## src/rtl/lcd_ser_pkg.sv

```systemverilog
package lcd_ser_pkg;
    localparam int WORD_W  = 24;
    localparam int FRAME_W = WORD_W + 1;
    localparam int CNT_W   = $clog2(FRAME_W + 1);

    typedef enum logic [1:0] {
        LEN_8  = 2'd0,
        LEN_16 = 2'd1,
        LEN_18 = 2'd2,
        LEN_24 = 2'd3
    } wlen_e;

    typedef enum logic [2:0] {
        ST_IDLE,
        ST_LEAD,
        ST_SETUP,
        ST_SHIFT,
        ST_HOLD
    } ser_state_e;

    typedef struct packed {
        logic [FRAME_W-1:0] bits;   // first bit at the top
        logic [CNT_W-1:0]   nbits;
        logic               dc;     // 0 command, 1 data
    } frame_t;
endpackage

```

## src/rtl/lcd_tx_buf.sv

```systemverilog
module lcd_tx_buf
    import lcd_ser_pkg::*;
(
    input  logic              clk,
    input  logic              rst_n,
    input  logic              push_valid,
    output logic              push_ready,
    input  logic [WORD_W-1:0] push_data,
    input  logic              push_cmd,
    input  logic              pop,
    output logic              full,
    output logic [WORD_W-1:0] q_data,
    output logic              q_cmd
);
    logic full_q;

    assign push_ready = !full_q;
    assign full       = full_q;

    always_ff @(posedge clk or negedge rst_n) begin
        if (!rst_n) begin
            full_q <= 1'b0;
            q_data <= '0;
            q_cmd  <= 1'b0;
        end else if (push_valid && !full_q) begin
            full_q <= 1'b1;
            q_data <= push_data;
            q_cmd  <= push_cmd;
        end else if (pop) begin
            full_q <= 1'b0;
        end
    end

    // an accepted word closes the buffer on the next cycle
    p_accept_blocks_r9: assert property (@(posedge clk) disable iff (!rst_n)
        (push_valid && push_ready) |=> !push_ready);
    // a full buffer stays full until the controller takes it
    p_hold_until_pop_r9: assert property (@(posedge clk) disable iff (!rst_n)
        (full && !pop) |=> full);
endmodule

```

## src/rtl/lcd_word_fmt.sv

```systemverilog
module lcd_word_fmt
    import lcd_ser_pkg::*;
(
    input  logic [WORD_W-1:0] word,
    input  logic              is_cmd,
    input  wlen_e             len,
    input  logic [1:0]        fmt18,
    input  logic              sep,
    output frame_t            frame
);
    localparam int GRP = 6;

    logic [17:0]       rev18;
    logic [17:0]       w18;
    logic [WORD_W-1:0] payload;
    logic [CNT_W-1:0]  base;
    logic              dc;

    for (genvar i = 0; i < 18; i++) begin : g_rev
        assign rev18[i] = word[17-i];
    end

    assign dc = !is_cmd;

    always_comb begin
        unique case (fmt18)
            2'd0: w18 = word[17:0];
            2'd1: w18 = {word[GRP-1:0], word[2*GRP-1:GRP], word[3*GRP-1:2*GRP]};
            2'd2: w18 = {word[2*GRP-1:GRP], word[3*GRP-1:2*GRP], word[GRP-1:0]};
            default: w18 = rev18;
        endcase
    end

    always_comb begin
        unique case (len)
            LEN_8: begin
                payload = {word[7:0], 16'b0};
                base    = CNT_W'(8);
            end
            LEN_16: begin
                payload = {word[15:0], 8'b0};
                base    = CNT_W'(16);
            end
            LEN_18: begin
                payload = {w18, 6'b0};
                base    = CNT_W'(18);
            end
            default: begin
                payload = word;
                base    = CNT_W'(24);
            end
        endcase
    end

    always_comb begin
        frame.dc = dc;
        if (sep) begin
            frame.bits  = {payload, 1'b0};
            frame.nbits = base;
        end else begin
            frame.bits  = {dc, payload};
            frame.nbits = base + CNT_W'(1);
        end
    end
endmodule

```

## src/rtl/lcd_clk_div.sv

```systemverilog
module lcd_clk_div #(
    parameter int DIV_W = 8
) (
    input  logic             clk,
    input  logic             rst_n,
    input  logic             run,
    input  logic [DIV_W-1:0] half,
    output logic             tick
);
    logic [DIV_W-1:0] cnt;

    assign tick = run && (cnt == half);

    always_ff @(posedge clk or negedge rst_n) begin
        if (!rst_n)             cnt <= '0;
        else if (!run || tick)  cnt <= '0;
        else                    cnt <= cnt + DIV_W'(1);
    end

    // the half-period counter never passes its limit
    p_cnt_bound_r7: assert property (@(posedge clk) disable iff (!rst_n)
        run |-> (cnt <= half));
endmodule

```

## src/rtl/lcd_ser_fsm.sv

```systemverilog
module lcd_ser_fsm
    import lcd_ser_pkg::*;
(
    input  logic   clk,
    input  logic   rst_n,
    input  logic   cfg_cpol,
    input  logic   cfg_cpha,
    input  logic   cfg_sep,
    input  logic   buf_full,
    input  frame_t nxt,
    input  logic   tick,
    output logic   buf_pop,
    output logic   run,
    output logic   sclk,
    output logic   mosi,
    output logic   cs_n,
    output logic   a0
);
    ser_state_e         state, state_nx;
    logic [FRAME_W-1:0] sr;
    logic [CNT_W-1:0]   nbits_q;
    logic [CNT_W-1:0]   bitcnt;
    logic               dc_q;
    logic               ph;
    logic               mosi_q;
    logic               a0_q;
    logic               last_edge;
    logic               chain;

    assign chain     = buf_full && (!cfg_sep || (nxt.dc == dc_q));
    assign last_edge = (state == ST_SHIFT) && tick && ph
                       && (bitcnt == nbits_q - CNT_W'(1));

    // state register
    always_ff @(posedge clk or negedge rst_n) begin
        if (!rst_n) state <= ST_IDLE;
        else        state <= state_nx;
    end

    always_comb begin
        state_nx = state;
        unique case (state)
            ST_IDLE:  if (buf_full) state_nx = ST_LEAD;
            ST_LEAD:  state_nx = ST_SETUP;
            ST_SETUP: if (tick) state_nx = ST_SHIFT;
            ST_SHIFT: if (last_edge) state_nx = chain ? ST_SHIFT : ST_HOLD;
            ST_HOLD:  if (tick) state_nx = ST_IDLE;
            default:  state_nx = ST_IDLE;
        endcase
    end

    assign buf_pop = ((state == ST_IDLE) && buf_full) || (last_edge && chain);

    // shift datapath
    always_ff @(posedge clk or negedge rst_n) begin
        if (!rst_n) begin
            sr      <= '0;
            nbits_q <= '0;
            bitcnt  <= '0;
            dc_q    <= 1'b0;
            ph      <= 1'b0;
            mosi_q  <= 1'b0;
            a0_q    <= 1'b0;
        end else begin
            unique case (state)
                ST_IDLE: if (buf_full) begin
                    sr      <= nxt.bits;
                    nbits_q <= nxt.nbits;
                    dc_q    <= nxt.dc;
                    a0_q    <= cfg_sep & nxt.dc;
                    bitcnt  <= '0;
                    ph      <= 1'b0;
                end
                ST_LEAD: if (!cfg_cpha) begin
                    mosi_q <= sr[FRAME_W-1];
                    sr     <= {sr[FRAME_W-2:0], 1'b0};
                end
                ST_SHIFT: if (tick) begin
                    if (!ph) begin
                        ph <= 1'b1;
                        if (cfg_cpha) begin
                            mosi_q <= sr[FRAME_W-1];
                            sr     <= {sr[FRAME_W-2:0], 1'b0};
                        end
                    end else begin
                        ph <= 1'b0;
                        if (last_edge) begin
                            if (chain) begin
                                nbits_q <= nxt.nbits;
                                dc_q    <= nxt.dc;
                                bitcnt  <= '0;
                                if (!cfg_cpha) begin
                                    mosi_q <= nxt.bits[FRAME_W-1];
                                    sr     <= {nxt.bits[FRAME_W-2:0], 1'b0};
                                end else begin
                                    sr <= nxt.bits;
                                end
                            end
                        end else begin
                            bitcnt <= bitcnt + CNT_W'(1);
                            if (!cfg_cpha) begin
                                mosi_q <= sr[FRAME_W-1];
                                sr     <= {sr[FRAME_W-2:0], 1'b0};
                            end
                        end
                    end
                end
                default: ;
            endcase
        end
    end

    // outputs
    always_comb begin
        cs_n = (state == ST_IDLE) || (state == ST_LEAD);
        run  = (state == ST_SETUP) || (state == ST_SHIFT) || (state == ST_HOLD);
        sclk = cfg_cpol ^ ph;
        mosi = mosi_q;
        a0   = a0_q;
    end

    // A0 settles before chip select falls
    p_a0_lead_r5: assert property (@(posedge clk) disable iff (!rst_n)
        $fell(cs_n) |-> $stable(a0));
    // A0 does not move while chip select is low
    p_a0_hold_r5: assert property (@(posedge clk) disable iff (!rst_n)
        (!cs_n && $past(!cs_n)) |-> $stable(a0));
    // in-band mode keeps A0 low during a frame
    p_inband_a0_low_r4: assert property (@(posedge clk) disable iff (!rst_n)
        (!cfg_sep && !cs_n) |-> !a0);
    // clock rests at its idle level outside a frame
    p_sclk_idle_r6: assert property (@(posedge clk) disable iff (!rst_n)
        cs_n |-> (sclk == cfg_cpol));
    // the serial clock only moves on a divider tick
    p_edge_on_tick_r7: assert property (@(posedge clk) disable iff (!rst_n)
        !tick |=> $stable(ph));
endmodule

```

## src/rtl/lcd_ser_tx.sv

```systemverilog
module lcd_ser_tx
    import lcd_ser_pkg::*;
#(
    parameter int DIV_W = 8
) (
    input  logic              clk,
    input  logic              rst_n,
    input  logic [1:0]        cfg_len,
    input  logic [1:0]        cfg_fmt18,
    input  logic              cfg_sep_a0,
    input  logic              cfg_cpol,
    input  logic              cfg_cpha,
    input  logic [DIV_W-1:0]  cfg_half,
    input  logic              tx_valid,
    output logic              tx_ready,
    input  logic [WORD_W-1:0] tx_word,
    input  logic              tx_is_cmd,
    output logic              irq_tx_empty,
    output logic              dma_req,
    output logic              lcd_sclk,
    output logic              lcd_mosi,
    output logic              lcd_cs_n,
    output logic              lcd_a0
);
    logic              buf_full;
    logic              buf_pop;
    logic [WORD_W-1:0] buf_data;
    logic              buf_cmd;
    frame_t            nxt;
    logic              run;
    logic              tick;

    lcd_tx_buf u_buf (
        .clk        (clk),
        .rst_n      (rst_n),
        .push_valid (tx_valid),
        .push_ready (tx_ready),
        .push_data  (tx_word),
        .push_cmd   (tx_is_cmd),
        .pop        (buf_pop),
        .full       (buf_full),
        .q_data     (buf_data),
        .q_cmd      (buf_cmd)
    );

    lcd_word_fmt u_fmt (
        .word   (buf_data),
        .is_cmd (buf_cmd),
        .len    (wlen_e'(cfg_len)),
        .fmt18  (cfg_fmt18),
        .sep    (cfg_sep_a0),
        .frame  (nxt)
    );

    lcd_clk_div #(.DIV_W(DIV_W)) u_div (
        .clk   (clk),
        .rst_n (rst_n),
        .run   (run),
        .half  (cfg_half),
        .tick  (tick)
    );

    lcd_ser_fsm u_fsm (
        .clk      (clk),
        .rst_n    (rst_n),
        .cfg_cpol (cfg_cpol),
        .cfg_cpha (cfg_cpha),
        .cfg_sep  (cfg_sep_a0),
        .buf_full (buf_full),
        .nxt      (nxt),
        .tick     (tick),
        .buf_pop  (buf_pop),
        .run      (run),
        .sclk     (lcd_sclk),
        .mosi     (lcd_mosi),
        .cs_n     (lcd_cs_n),
        .a0       (lcd_a0)
    );

    assign irq_tx_empty = !buf_full;
    assign dma_req      = !buf_full;
endmodule

```

## config.mk

```make
export PLATFORM = sky130hd
export DESIGN_NAME = lcd_ser_tx
export DESIGN_NICKNAME = d
export VERILOG_FILES = /design/src/rtl/lcd_ser_pkg.sv /design/src/rtl/lcd_tx_buf.sv /design/src/rtl/lcd_word_fmt.sv /design/src/rtl/lcd_clk_div.sv /design/src/rtl/lcd_ser_fsm.sv /design/src/rtl/lcd_ser_tx.sv
export SDC_FILE = /design/constraint.sdc
export NUM_CORES = 1
export LEC_CHECK = 0
export BUFFER_PORTS_ARGS = -buffer_cell sky130_fd_sc_hd__buf_4
export CAP_MARGIN = 20
export CORE_MARGIN = 2
export CORE_UTILIZATION = 45
export CTS_BUF_LIST = sky130_fd_sc_hd__clkbuf_4
export DETAILED_ROUTE_END_ITERATION = 16
export PLACE_DENSITY_LB_ADDON = 0.08
export SETUP_SLACK_MARGIN = 0.1
export SLEW_MARGIN = 40
export SYNTH_ARGS = -nofsm -noshare
export SYNTH_HDL_FRONTEND = slang
export SYNTH_HIERARCHICAL = 1
export SYNTH_SLANG_ARGS = --single-unit
```

## constraint.sdc

```tcl
create_clock -name clk -period 4.5 [get_ports clk]
set_clock_uncertainty 0.05 [all_clocks]
set_input_delay 1.125 -clock clk [delete_from_list [all_inputs] [get_ports clk]]
set_output_delay 1.125 -clock clk [all_outputs]
set_load 0.005 [all_outputs]
```

==> flow_metrics.env <==
export IMPL_rsz0062_at_grt="no"
export IMPL_fin_setup_tns_ns=0
export IMPL_critical_path_max_fanout=62
export IMPL_synth_xor_area_share_pct=2.941
export IMPL_synth_compound_area_share_pct=23.69
export IMPL_synth_top_family_by_area="compound AO/OA/AOI/OAI gates"
export IMPL_status="completed"
export IMPL_overflow=0
export IMPL_maxSlewHeadroom_pct=48.22
export IMPL_io_pins=50
export IMPL_muxShareOfSynthArea_pct=22.00
export IMPL_ys_seq_area_share_pct=30.83
export IMPL_antenna_found_initial=0
export IMPL_core_um2=13300
export IMPL_grt_start_max_net_pins=77
export IMPL_arrival_ns=3.81
export IMPL_finalSetupViolations=0
export IMPL_syn_area_um2=6170
export IMPL_cp_num_cells=11
export IMPL_ant_nets=0
export IMPL_min_period_ns=3.469
export IMPL_total_leakage_power_nw=2.932
export IMPL_synth_top_flop_cell="dfrtp_1"
export IMPL_required_ns=4.84
export IMPL_cpPeakStageDelay_ns=0.37
export IMPL_rows=42
export IMPL_end_kind="flip-flop"
export IMPL_synth_avg_cell_area_um2=9.448
export IMPL_cts_tree="yes"
export IMPL_synth_simple_area_share_pct=12.55
export IMPL_clock_latency_ns=0.47
export IMPL_maxCapViolCount=0
export IMPL_first_global_vias=5225
export IMPL_dp_hpwl_um=11000
export IMPL_criticalPathCategory="in2reg"
export IMPL_cts_sinks=76
export IMPL_cts_repair_resized=0
export IMPL_antenna_cells=0
export IMPL_grt_usage_pct=23.26
export IMPL_hold_path_depth=2
export IMPL_firstDrtPassIters=5
export IMPL_fp_dieH_um=121.1
export IMPL_root_buffer="clkbuf_4"
export IMPL_cp_slowest_cell="and3_1"
export IMPL_critPathLaunchType="input port"
export IMPL_critPathTopFamily="simple AND/OR/NAND/NOR gates"
export IMPL_route_detailed_drc=0
export IMPL_crit_path_frequent_cell="buf_4"
export IMPL_cts_hold_buffers_added=0
export IMPL_ys_ff_latch=76
export IMPL_h_tree_depth=3
export IMPL_slew_violations=0
export IMPL_syn2layout_area_growth_pct=10.34
export IMPL_netlist_instances=653
export IMPL_start_util_pct=46.41
export IMPL_wirelength_um=16360
export IMPL_dr_total_vias=5193
export IMPL_syn_nets=704
export IMPL_rr_worst_depth=10
export IMPL_ir_drop_v=0.0003031
export IMPL_wl_per_cell_um=19.20
export IMPL_nets=722
export IMPL_clockBufferDepth=2
export IMPL_yosysWarnings=6
export IMPL_fmax_mhz=288.3
export IMPL_path_buf_inv=3
export IMPL_worst_pin_slew_ns=0.7758
export IMPL_via_per_inst=6.095
export IMPL_synth_fa_ha_area_share_pct=1.622
export IMPL_async_flop_share_pct=100.0
export IMPL_grt_pass1_wl_um=26850
export IMPL_dr_first_iter_drc_count=433
export IMPL_place_congestion=0.8641
export IMPL_final_hold_viol_count=0
export IMPL_numCtsBuffers=9
export IMPL_synth_edff_count=0
export IMPL_ys_types=58
export IMPL_post_route_period_util_pct=77.08
export IMPL_path_cells="buf_4, xor2_1, nor4_2, and3_1, and4_1, o2111ai_4, buf_4, o21ai_2, buf_4, a211oi_1, a221oi_2"
export IMPL_postCtsSetupBuffers=0
export IMPL_hp_class="reg2reg"
export IMPL_drive_gt1_share_pct=24.85
export IMPL_io_buffers=49
export IMPL_power_density_nw_per_um2=540.9
export IMPL_die_area_um2=14660
export IMPL_post_route_util_pct=51.20
export IMPL_clkSlewWorstSetupHoldPaths_ns=0.13
export IMPL_die_w_um=121.1
-- sequential cells by signal (all words and copies together) (netlist names) --
name / flops
u_fsm/dc_q: 1
u_fsm/nbits_q: 5
u_fsm/bitcnt: 5
u_buf/q_cmd: 1
u_buf/full: 1
u_fsm/a0: 1
u_buf/q_data: 24
u_div/cnt: 8
u_fsm/state: 3
u_fsm/mosi: 1
u_fsm/sr: 25
u_fsm/ph: 1
-- through the flow --
step | hold slack [ns] | instance area [µm²] | power [mW] | instances | worst slack [ns]
after floorplan | 0.4233 | 6170 | 2.607 | 653 | 0.9648
after global placement | 0.4211 | 6583 | 3.042 | 835 | 0.6505
after detailed placement | 0.4250 | 6621 | 3.119 | 836 | 0.5500
after CTS | 0.4560 | 6808 | 3.690 | 852 | 1.058
after global routing | 0.4873 | 6808 | 3.952 | 852 | 0.8681
final | 0.4504 | 6808 | 3.682 | 852 | 1.031
-- final cells by class --
cell class	instances	area (µm²)
clock buffers	10	75.07
clock inverters	6	111.4
fillers	1247	6487
inverters	24	90.09
multi-input cells	498	3908
flip-flops and latches	76	1902
well taps	176	220.2
repair buffers	62	501.7
-- cell families (layout without fill, tap and decap cells) --
logic type / after synthesis / in the layout
adders and majority gates: 8 / 8
xor gates and xnor gates: 19 / 19
DFF: 76 / 76
muxes: 111 / 111
AOI/OAI and AO/OA: 178 / 178
other: 1 / 1
buffers and inverters: 79 / 102
and+or+nand+nor: 181 / 181
-- worst min-delay path: stages (launching register included) --
cell	delay (ns)
dfrtp_1	0.37
nand2_1	0.05
o21ai_0	0.06
-- per-layer routing --
| metal | global-route usage, % | up-vias | part of all wire, % |
|---|---|---|---|
| met3 | 5.639 | 21 | 4.9 |
| li1 | - | 2474 | - |
| met4 | 7.558 | 0 | 1.8 |
| met1 | 31.25 | 2553 | 46 |
| met2 | 36.83 | 145 | 47 |
| met5 | 0 | - | 0 |
-- synthesized netlist by cell type, types with 5 or more instances --
cell type,instances,area [µm²]
a21oi_1,15,75.07
o21ai_0,18,90.09
mux2_2,33,371.6
inv_1,22,82.58
nand2_1,55,206.5
clkbuf_1,26,97.59
mux2_4,21,315.3
buf_6,6,67.56
buf_2,11,55.05
a221o_1,7,70.07
mux2_1,5,56.30
o22ai_1,9,56.30
nand3_1,13,65.06
a221oi_2,24,360.4
o211ai_1,26,195.2
mux4_1,5,131.4
buf_4,9,67.56
o21a_1,7,52.55
a221oi_1,9,78.83
xor2_1,13,113.9
o21ai_1,7,35.03
dfrtp_1,76,1902
nor2_1,90,337.8
mux2i_1,46,460.4
a2bb2oi_1,5,43.79
a211oi_1,34,255.2
ha_1,8,100.1
-- final timing paths --
kind                       slack, ns           end    startpoint
hold / removal                  0.45      u_fsm/a0      u_fsm/a0
setup / recovery                1.03  u_fsm/sr[11]   cfg_half[5]
max in group asynchronous       3.27  u_fsm/sr[15]         rst_n
setup reg to reg                1.32  u_fsm/sr[11]  u_div/cnt[5]
min in group asynchronous       0.62    u_buf/full         rst_n
hold reg to reg                 0.45      u_fsm/a0      u_fsm/a0
-- placed cells by master (no fill, tap or decap), types with 7 or more instances in the layout --
cell type and instances:
nor2_1 88, dfrtp_1 76, buf_4 59, nand2_1 55, mux2i_1 46, a211oi_1 34
mux2_2 33, o211ai_1 26, a221oi_2 24, inv_1 22, mux2_4 21, o21ai_0 18
a21oi_1 15, xor2_1 13, nand3_1 13, clkbuf_4 10, a221oi_1 9, o22ai_1 9
ha_1 8, a221o_1 7, o21a_1 7, o21ai_1 7
-- power by group --
group / internal (mW) / switching (mW) / leakage (nW)
Sequential: 0.986 / 0.487 / 0.902
Clock: 0.288 / 0.272 / 0.0970
Combinational: 0.826 / 0.822 / 1.93
(Power assumes the default switching activity.)
